### config.mk
export PLATFORM = sky130hd
export DESIGN_NAME = ccf_lazy_eval
export DESIGN_NICKNAME = d
export VERILOG_FILES = /design/src/rtl/ccf_pkg.sv /design/src/rtl/ccf_nz.sv /design/src/rtl/ccf_addchk.sv /design/src/rtl/ccf_subchk.sv /design/src/rtl/ccf_formula.sv /design/src/rtl/ccf_lazy_eval.sv
export SDC_FILE = /design/constraint.sdc
export NUM_CORES = 1
export LEC_CHECK = 0
export ABC_AREA = 1
export ABC_CLOCK_PERIOD_IN_PS = 800
export BUFFER_PORTS_ARGS = -buffer_cell sky130_fd_sc_hd__buf_4
export CAP_MARGIN = 10
export CORE_ASPECT_RATIO = 1.5
export CORE_MARGIN = 5
export CORE_UTILIZATION = 50
export DETAILED_ROUTE_END_ITERATION = 16
export GPL_TIMING_DRIVEN = 0
export PLACE_DENSITY_LB_ADDON = 0.15
export SYNTH_ARGS = -nofsm -noshare
export SYNTH_HDL_FRONTEND = slang
export SYNTH_HIERARCHICAL = 1
export SYNTH_SLANG_ARGS = --single-unit
### constraint.sdc
create_clock -name clk -period 0.8 [get_ports clk]
set_input_delay 0.16 -clock clk [delete_from_list [all_inputs] [get_ports clk]]
set_output_delay 0.16 -clock clk [all_outputs]
set_load 0.005 [all_outputs]
### src/rtl/ccf_pkg.sv
package ccf_pkg;

  localparam int CLS_W = 4;

  typedef enum logic [CLS_W-1:0] {
    CC_PASS  = 4'd0,
    CC_LOGIC = 4'd1,
    CC_ADD   = 4'd2,
    CC_SUB   = 4'd3,
    CC_CMP8  = 4'd4,
    CC_CMP16 = 4'd5,
    CC_ADDX  = 4'd6,
    CC_SUBX  = 4'd7,
    CC_SHIFT = 4'd8
  } cc_class_e;

  typedef struct packed {
    logic n;
    logic z;
    logic v;
    logic c;
  } ccf_t;

endpackage

### src/rtl/ccf_nz.sv
module ccf_nz #(
  parameter int WID = 32
) (
  input  logic [WID-1:0] val,
  output logic           z,
  output logic           n
);
  // Zero wins over negative: a zero word never reports N.
  assign z = (val == '0);
  assign n = !z && val[WID-1];
endmodule

### src/rtl/ccf_addchk.sv
module ccf_addchk #(
  parameter int WID = 32
) (
  input  logic [WID-1:0] res,
  input  logic [WID-1:0] src,
  input  logic           ext,
  output logic           c,
  output logic           v
);
  logic [WID-1:0] addend;

  // The missing addend is recovered from the stored sum and source.
  assign addend = res - src - WID'(ext);
  assign c = ext ? (res <= src) : (res < src);
  assign v = (src[WID-1] ^ res[WID-1]) & ~(addend[WID-1] ^ src[WID-1]);
endmodule

### src/rtl/ccf_subchk.sv
module ccf_subchk #(
  parameter int WID = 32
) (
  input  logic [WID-1:0] res,
  input  logic [WID-1:0] src,
  input  logic           ext,
  output logic           c,
  output logic           v
);
  logic [WID-1:0] minuend;

  // The minuend is recovered as difference plus subtrahend (plus extend).
  assign minuend = res + src + WID'(ext);
  assign c = ext ? (minuend <= src) : (minuend < src);
  assign v = (minuend[WID-1] ^ res[WID-1]) & (minuend[WID-1] ^ src[WID-1]);
endmodule

### src/rtl/ccf_formula.sv
module ccf_formula
  import ccf_pkg::*;
#(
  parameter int W = 32
) (
  input  logic [CLS_W-1:0] cls,
  input  logic [W-1:0]     res,
  input  logic [W-1:0]     src,
  output ccf_t             flags,
  output logic             bad
);
  localparam int LANES = 2;   // byte and halfword compare lanes

  logic full_z, full_n;
  logic add_c, add_v, addx_c, addx_v;
  logic sub_c, sub_v, subx_c, subx_v;
  logic [LANES-1:0] ln_z, ln_n, ln_c, ln_v;

  ccf_nz #(.WID(W)) u_nz_full (.val(res), .z(full_z), .n(full_n));

  ccf_addchk #(.WID(W)) u_add  (.res(res), .src(src), .ext(1'b0), .c(add_c),  .v(add_v));
  ccf_addchk #(.WID(W)) u_addx (.res(res), .src(src), .ext(1'b1), .c(addx_c), .v(addx_v));
  ccf_subchk #(.WID(W)) u_sub  (.res(res), .src(src), .ext(1'b0), .c(sub_c),  .v(sub_v));
  ccf_subchk #(.WID(W)) u_subx (.res(res), .src(src), .ext(1'b1), .c(subx_c), .v(subx_v));

  // Narrow compare lanes: lane g works on the low (8 << g) bits.
  for (genvar g = 0; g < LANES; g++) begin : g_lane
    localparam int LW = 8 << g;
    ccf_nz #(.WID(LW)) u_nz (
      .val(res[LW-1:0]), .z(ln_z[g]), .n(ln_n[g])
    );
    ccf_subchk #(.WID(LW)) u_cmp (
      .res(res[LW-1:0]), .src(src[LW-1:0]), .ext(1'b0),
      .c(ln_c[g]), .v(ln_v[g])
    );
  end

  always_comb begin
    flags = '0;
    bad   = 1'b0;
    unique case (cc_class_e'(cls))
      CC_PASS:  flags = ccf_t'(res[3:0]);
      CC_LOGIC: flags = '{n: full_n, z: full_z, v: 1'b0, c: 1'b0};
      CC_ADD:   flags = '{n: full_n, z: full_z, v: add_v,  c: add_c};
      CC_SUB:   flags = '{n: full_n, z: full_z, v: sub_v,  c: sub_c};
      CC_CMP8:  flags = '{n: ln_n[0], z: ln_z[0], v: ln_v[0], c: ln_c[0]};
      CC_CMP16: flags = '{n: ln_n[1], z: ln_z[1], v: ln_v[1], c: ln_c[1]};
      CC_ADDX:  flags = '{n: full_n, z: full_z, v: addx_v, c: addx_c};
      CC_SUBX:  flags = '{n: full_n, z: full_z, v: subx_v, c: subx_c};
      CC_SHIFT: flags = '{n: full_n, z: full_z, v: 1'b0, c: (src != '0)};
      default:  bad = 1'b1;
    endcase
  end
endmodule

### src/rtl/ccf_lazy_eval.sv
module ccf_lazy_eval
  import ccf_pkg::*;
#(
  parameter int W = 32    // at least 16
) (
  input  logic             clk,
  input  logic             rst_n,
  input  logic             in_valid,
  output logic             in_ready,
  input  logic [CLS_W-1:0] in_cls,
  input  logic [W-1:0]     in_res,
  input  logic [W-1:0]     in_src,
  input  logic             in_sticky,
  output logic             out_valid,
  input  logic             out_ready,
  output logic [3:0]       out_flags,
  output logic             err_pulse
);
  localparam logic [CLS_W-1:0] LAST_CLS = CLS_W'(CC_SHIFT);

  ccf_t raw, fin;
  logic bad;
  logic in_fire;
  logic z_hist;

  ccf_formula #(.W(W)) u_formula (
    .cls(in_cls), .res(in_res), .src(in_src), .flags(raw), .bad(bad)
  );

  assign in_ready = !out_valid || out_ready;
  assign in_fire  = in_valid && in_ready;

  // Sticky chain: Z may stay set or drop, never rise.
  always_comb begin
    fin   = raw;
    fin.z = raw.z & (!in_sticky | z_hist);
  end

  always_ff @(posedge clk or negedge rst_n) begin
    if (!rst_n) begin
      out_valid <= 1'b0;
      out_flags <= '0;
      err_pulse <= 1'b0;
      z_hist    <= 1'b1;
    end else begin
      err_pulse <= in_fire && bad;
      if (in_fire) begin
        out_valid <= 1'b1;
        out_flags <= bad ? 4'b0000 : fin;
        if (!bad) z_hist <= fin.z;
      end else if (out_ready) begin
        out_valid <= 1'b0;
      end
    end
  end

  a_r1_nz_exclusive: assert property (@(posedge clk) disable iff (!rst_n)
    (in_fire && in_cls != '0 && in_cls <= LAST_CLS) |=> !(out_flags[3] && out_flags[2]));

  a_r7_shift_carry: assert property (@(posedge clk) disable iff (!rst_n)
    (in_fire && in_cls == LAST_CLS) |=> (out_flags[0] == ($past(in_src) != '0)) && !out_flags[1]);

  a_r9_sticky_z: assert property (@(posedge clk) disable iff (!rst_n)
    (in_fire && in_sticky && !z_hist && in_cls <= LAST_CLS) |=> !out_flags[2]);

  a_r10_bad_class: assert property (@(posedge clk) disable iff (!rst_n)
    (in_fire && in_cls > LAST_CLS) |=> err_pulse && out_flags == 4'b0000);

  a_r10_no_spurious_err: assert property (@(posedge clk) disable iff (!rst_n)
    !(in_fire && in_cls > LAST_CLS) |=> !err_pulse);

  a_r11_hold: assert property (@(posedge clk) disable iff (!rst_n)
    (out_valid && !out_ready) |=> out_valid && $stable(out_flags));

  a_r11_latency: assert property (@(posedge clk) disable iff (!rst_n)
    in_fire |=> out_valid);
endmodule

==> out/summary.txt <==
Post-synth EDFFs: 0
PnR Total Power: 13.84 mW
Top post-synthesis cells by area: sky130_fd_sc_hd__ha_1 (32%), sky130_fd_sc_hd__nand2_1 (17%), sky130_fd_sc_hd__inv_1 (16%)
Clock-pin slew of the registers on the worst-case setup and hold paths: 30 ps
Ys Warns: 6
Crit path capture type: flop
Clk buf depth: 2
Hold violation count in the final report: 0
Outcome: finished, violations left
CTS HTree Levels: 1
Antenna diodes: 0
Worst skew pair latency: 230 ps
Hold path endpoint: out_valid$_DFFE_PN0P_
Worst hold start: in_valid
ANT nets after route: 0
Height of the die: 212.4 um
Largest driver fanout on the critical path: 4
Multi-input gate area: 0.01256 sq mm
Drt pass-1 iters: 6
Area taken by flip-flops and latches: 176.4 sq um
Aggregate global-route resource usage: 27.61%
Count of routing violations after the opening detailed-route iteration: 849
Post-place instance area: 0.01535 sq mm
Wirelength per Cell: 15.75 um
Min-Delay Path Class: input port to flop
Ratio of final minimum period to clock period: 407.6%
Clock tree from TritonCTS: yes
Cell count after synthesis: 2347
Number of register bits inferred by synthesis: 7
Routed via count divided by cell count: 5.216
Placeable Area: 0.02713 sq mm
Worst hold path depth: 3
Total placed cells including tap cells: 2776
Post-layout utilization of the core: 61.09%
Number of buffer cells added on primary ports: 77
Post-synthesis compound-gate area fraction: 10.56%
Final setup violation count: 14
Post-synthesis average cell area: 5.819 sq um
Async set or reset register ratio after synthesis: 100.0%
Critical register-to-register path endpoint: out_flags[2]$_DFFE_PN0P_
XOR/XNOR share of the synthesized area: 3.884%
Clock tree sinks: 7
Initial core utilization: 50.35%
Number of violations of the max-capacitance limit: 0
Startpoint kind of the worst setup timing path: input port
Routability congestion estimate: 0.9387
Sum of routed wire length over all layers: 44.43 mm
Count of cell types in the netlist: 45
Maximum resistive drop on vdd: 628.8 uV
Final Skew: 0.2959 ps
Count of cells along the worst register-to-register path: 5
Grt total ovfl: 0
Post-synthesis cell area: 0.01366 sq mm
Portion of synthesized cell area occupied by the leading cell type: 32.06%
Overall die area: 0.03079 sq mm
Violations in the final reports: negative setup slack
Minimum setup slack among reg-to-reg paths: -140 ps
Number of buffers added by the clock tree synthesis step: 3
Synthesis-to-finish area growth: 21.34%
I/O pin cnt: 80
Multiplexer share of the synthesized area: 0%
Net count reported at finish: 2911
Yosys top cell by area: sky130_fd_sc_hd__ha_1
DRC viols: 0
Shortest period the worst path allows: 3261 ps
Floorplan die width: 144.9 um
Total of fill cells in the finished design: 2680
Final standard cell count with taps included and fillers excluded: 2821
Root Driver: sky130_fd_sc_hd__clkbuf_16
Simple logic cell fraction of the synthesized area: 34.43%
Pre-CTS setup slack: -3087 ps
Fin. max-slew vios: 0
First-pass GRT wire length: 70.17 mm
Post-synth top cells: sky130_fd_sc_hd__nand2_1 (608), sky130_fd_sc_hd__inv_1 (576), sky130_fd_sc_hd__ha_1 (350), sky130_fd_sc_hd__nor2_1 (187), sky130_fd_sc_hd__a21oi_1 (153)
Final std cell area, no fill: 0.01657 sq mm
Routed vias: 14710
Vias in the first global route: 14550
Post-synthesis adder-cell area fraction: 33.24%
Pin count of the biggest net entering global routing: 17
Maximum frequency from static timing analysis: 306.7 MHz
Layout cells sized above 1: 17.35%
Data required time at the worst endpoint: 910 ps
Cell with the most instances after synthesis: sky130_fd_sc_hd__nand2_1
Fraction of the yosys area taken by sequential cells: 1.292%
CP startpoint: in_res[0]
Number of antenna violations at the first check in global routing: 0
RSZ-0062 raised after global routing: true
Sum of net half-perimeters after detailed placement: 35.41 mm
Startpoint of the worst register-to-register path: out_valid$_DFFE_PN0P_
Final worst slack: -2461 ps
Number of rows created at floorplan: 74
Total power per unit cell area: 835.0 mW/mm^2
Predominant post-synthesis flop cell: sky130_fd_sc_hd__dfrtp_1
Critical path class: input port to flop
Main combinational cell family by area after synthesis: simple AND/OR/NAND/NOR gates
LEAKAGE: 9.665 nW
Endpoint arrival time on the critical path: 3370 ps
-- registers in the layout, summed over array words and instances, names as in the netlist --
| signal | flops |
|---|---|
| z_hist | 1 |
| out_valid | 1 |
| err_pulse | 1 |
| out_flags | 4 |
-- placed cells by master (no fill, tap or decap), types with 6 or more instances in the layout --
cell type	n
sky130_fd_sc_hd__nor2_2	30
sky130_fd_sc_hd__nor2_1	176
sky130_fd_sc_hd__o21bai_1	14
sky130_fd_sc_hd__nand2_2	63
sky130_fd_sc_hd__o21ai_1	10
sky130_fd_sc_hd__nand2_4	11
sky130_fd_sc_hd__nand2_1	581
sky130_fd_sc_hd__o21ai_0	45
sky130_fd_sc_hd__ha_1	283
sky130_fd_sc_hd__xor2_1	47
sky130_fd_sc_hd__o21a_1	8
sky130_fd_sc_hd__a21o_1	11
sky130_fd_sc_hd__buf_4	86
sky130_fd_sc_hd__inv_1	570
sky130_fd_sc_hd__nor2_4	9
sky130_fd_sc_hd__ha_4	64
sky130_fd_sc_hd__a21oi_1	121
sky130_fd_sc_hd__nor3_2	10
sky130_fd_sc_hd__xnor2_1	8
sky130_fd_sc_hd__nand3_1	86
sky130_fd_sc_hd__nand3_2	25
sky130_fd_sc_hd__a21oi_2	37
sky130_fd_sc_hd__nor3_1	23
sky130_fd_sc_hd__dfrtp_1	6
sky130_fd_sc_hd__inv_2	20
sky130_fd_sc_hd__conb_1	12
sky130_fd_sc_hd__buf_6	27
sky130_fd_sc_hd__nand4_1	28
-- cell families (layout without fill, tap and decap cells) --
kind of cell	after synthesis	after routing
and+or+nand+nor	1065	1066
DFF	7	7
xor gates and xnor gates	58	58
adders and majority gates	358	358
AOI/OAI and AO/OA	260	260
buffers and inverters	597	718
other	2	12
-- cell type report --
class                      instances  area share [%]
sequential                         7           1.065
inverter                         591           13.43
timing repair buffer             117           6.319
multi-input combinational       1754           75.80
clock buffer                       4          0.4757
tap                              342           2.582
buffer                             6          0.3247
-- stage by stage --
| step | hold slack (ps) | setup TNS, ps |
|---|---|---|
| final | 242.8 | -6088 |
| after global routing | 253.2 | -6884 |
| after CTS | 215.9 | -5610 |
| after detailed placement | -22.67 | -7030 |
| after global placement | -26.00 | -6928 |
| after floorplan | -135.6 | -3814 |
-- worst max path at each step --
stage,endpoint,depth (start not counted)
floorplan,out_flags[0]$_DFFE_PN0P_,27
global placement,out_flags[0]$_DFFE_PN0P_,27
detailed placement,out_flags[0]$_DFFE_PN0P_,27
CTS,out_flags[0]$_DFFE_PN0P_,28
global route,out_flags[0]$_DFFE_PN0P_,25
finish,out_flags[0]$_DFFE_PN0P_,28
-- power breakdown --
group	leakage (nW)	switching (mW)	total, mW	internal, mW
combinational	9.54	7.57	12.6	5.02
clock	0.0382	0.172	0.834	0.661
sequential	0.0896	0.0227	0.407	0.384
-- critical path: stages --
cell and delay [ps]:
sky130_fd_sc_hd__buf_16 120, sky130_fd_sc_hd__fa_2 360, sky130_fd_sc_hd__inv_2 70, sky130_fd_sc_hd__fa_2 220
sky130_fd_sc_hd__inv_2 50, sky130_fd_sc_hd__nand3_2 70, sky130_fd_sc_hd__nand3_4 90, sky130_fd_sc_hd__a21oi_4 180
sky130_fd_sc_hd__inv_2 40, sky130_fd_sc_hd__nand2_2 70, sky130_fd_sc_hd__nand3_2 70, sky130_fd_sc_hd__nand2_2 80
sky130_fd_sc_hd__nand2_2 70, sky130_fd_sc_hd__ha_4 280, sky130_fd_sc_hd__nand2_4 40, sky130_fd_sc_hd__nor4_4 430
sky130_fd_sc_hd__and3_4 260, sky130_fd_sc_hd__nand2_1 50, sky130_fd_sc_hd__nand2_1 50, sky130_fd_sc_hd__nand2_1 50
sky130_fd_sc_hd__nand3_1 60, sky130_fd_sc_hd__nand2_1 50, sky130_fd_sc_hd__inv_1 50, sky130_fd_sc_hd__nand2_1 40
sky130_fd_sc_hd__nor2_1 80, sky130_fd_sc_hd__nand2_1 100, sky130_fd_sc_hd__nand2_1 90, sky130_fd_sc_hd__o21ai_1 60
-- routing by layer --
layer | GRT usage (%) | wire, um | up-vias | share of wire (%)
met5 | 0 | 0 | - | 0
met4 | 18.13 | 3497 | 0 | 7.9
met3 | 1.983 | 2096 | 160 | 4.7
met2 | 51.00 | 21730 | 460 | 49
met1 | 30.23 | 17110 | 6578 | 39
li1 | - | - | 7515 | -
-- timing repair --
action / in CTS / in global routing
gates resized for setup: 133 / 35
endpoints found under the hold margin: 7 / 0
pin swaps: 66 / 35
gates cloned: 1 / 1
hold buffers: 1 / 0
setup endpoints to repair: 12 / 14
buffers inserted: 30 / 8
Power figures use the tool's default switching activity.
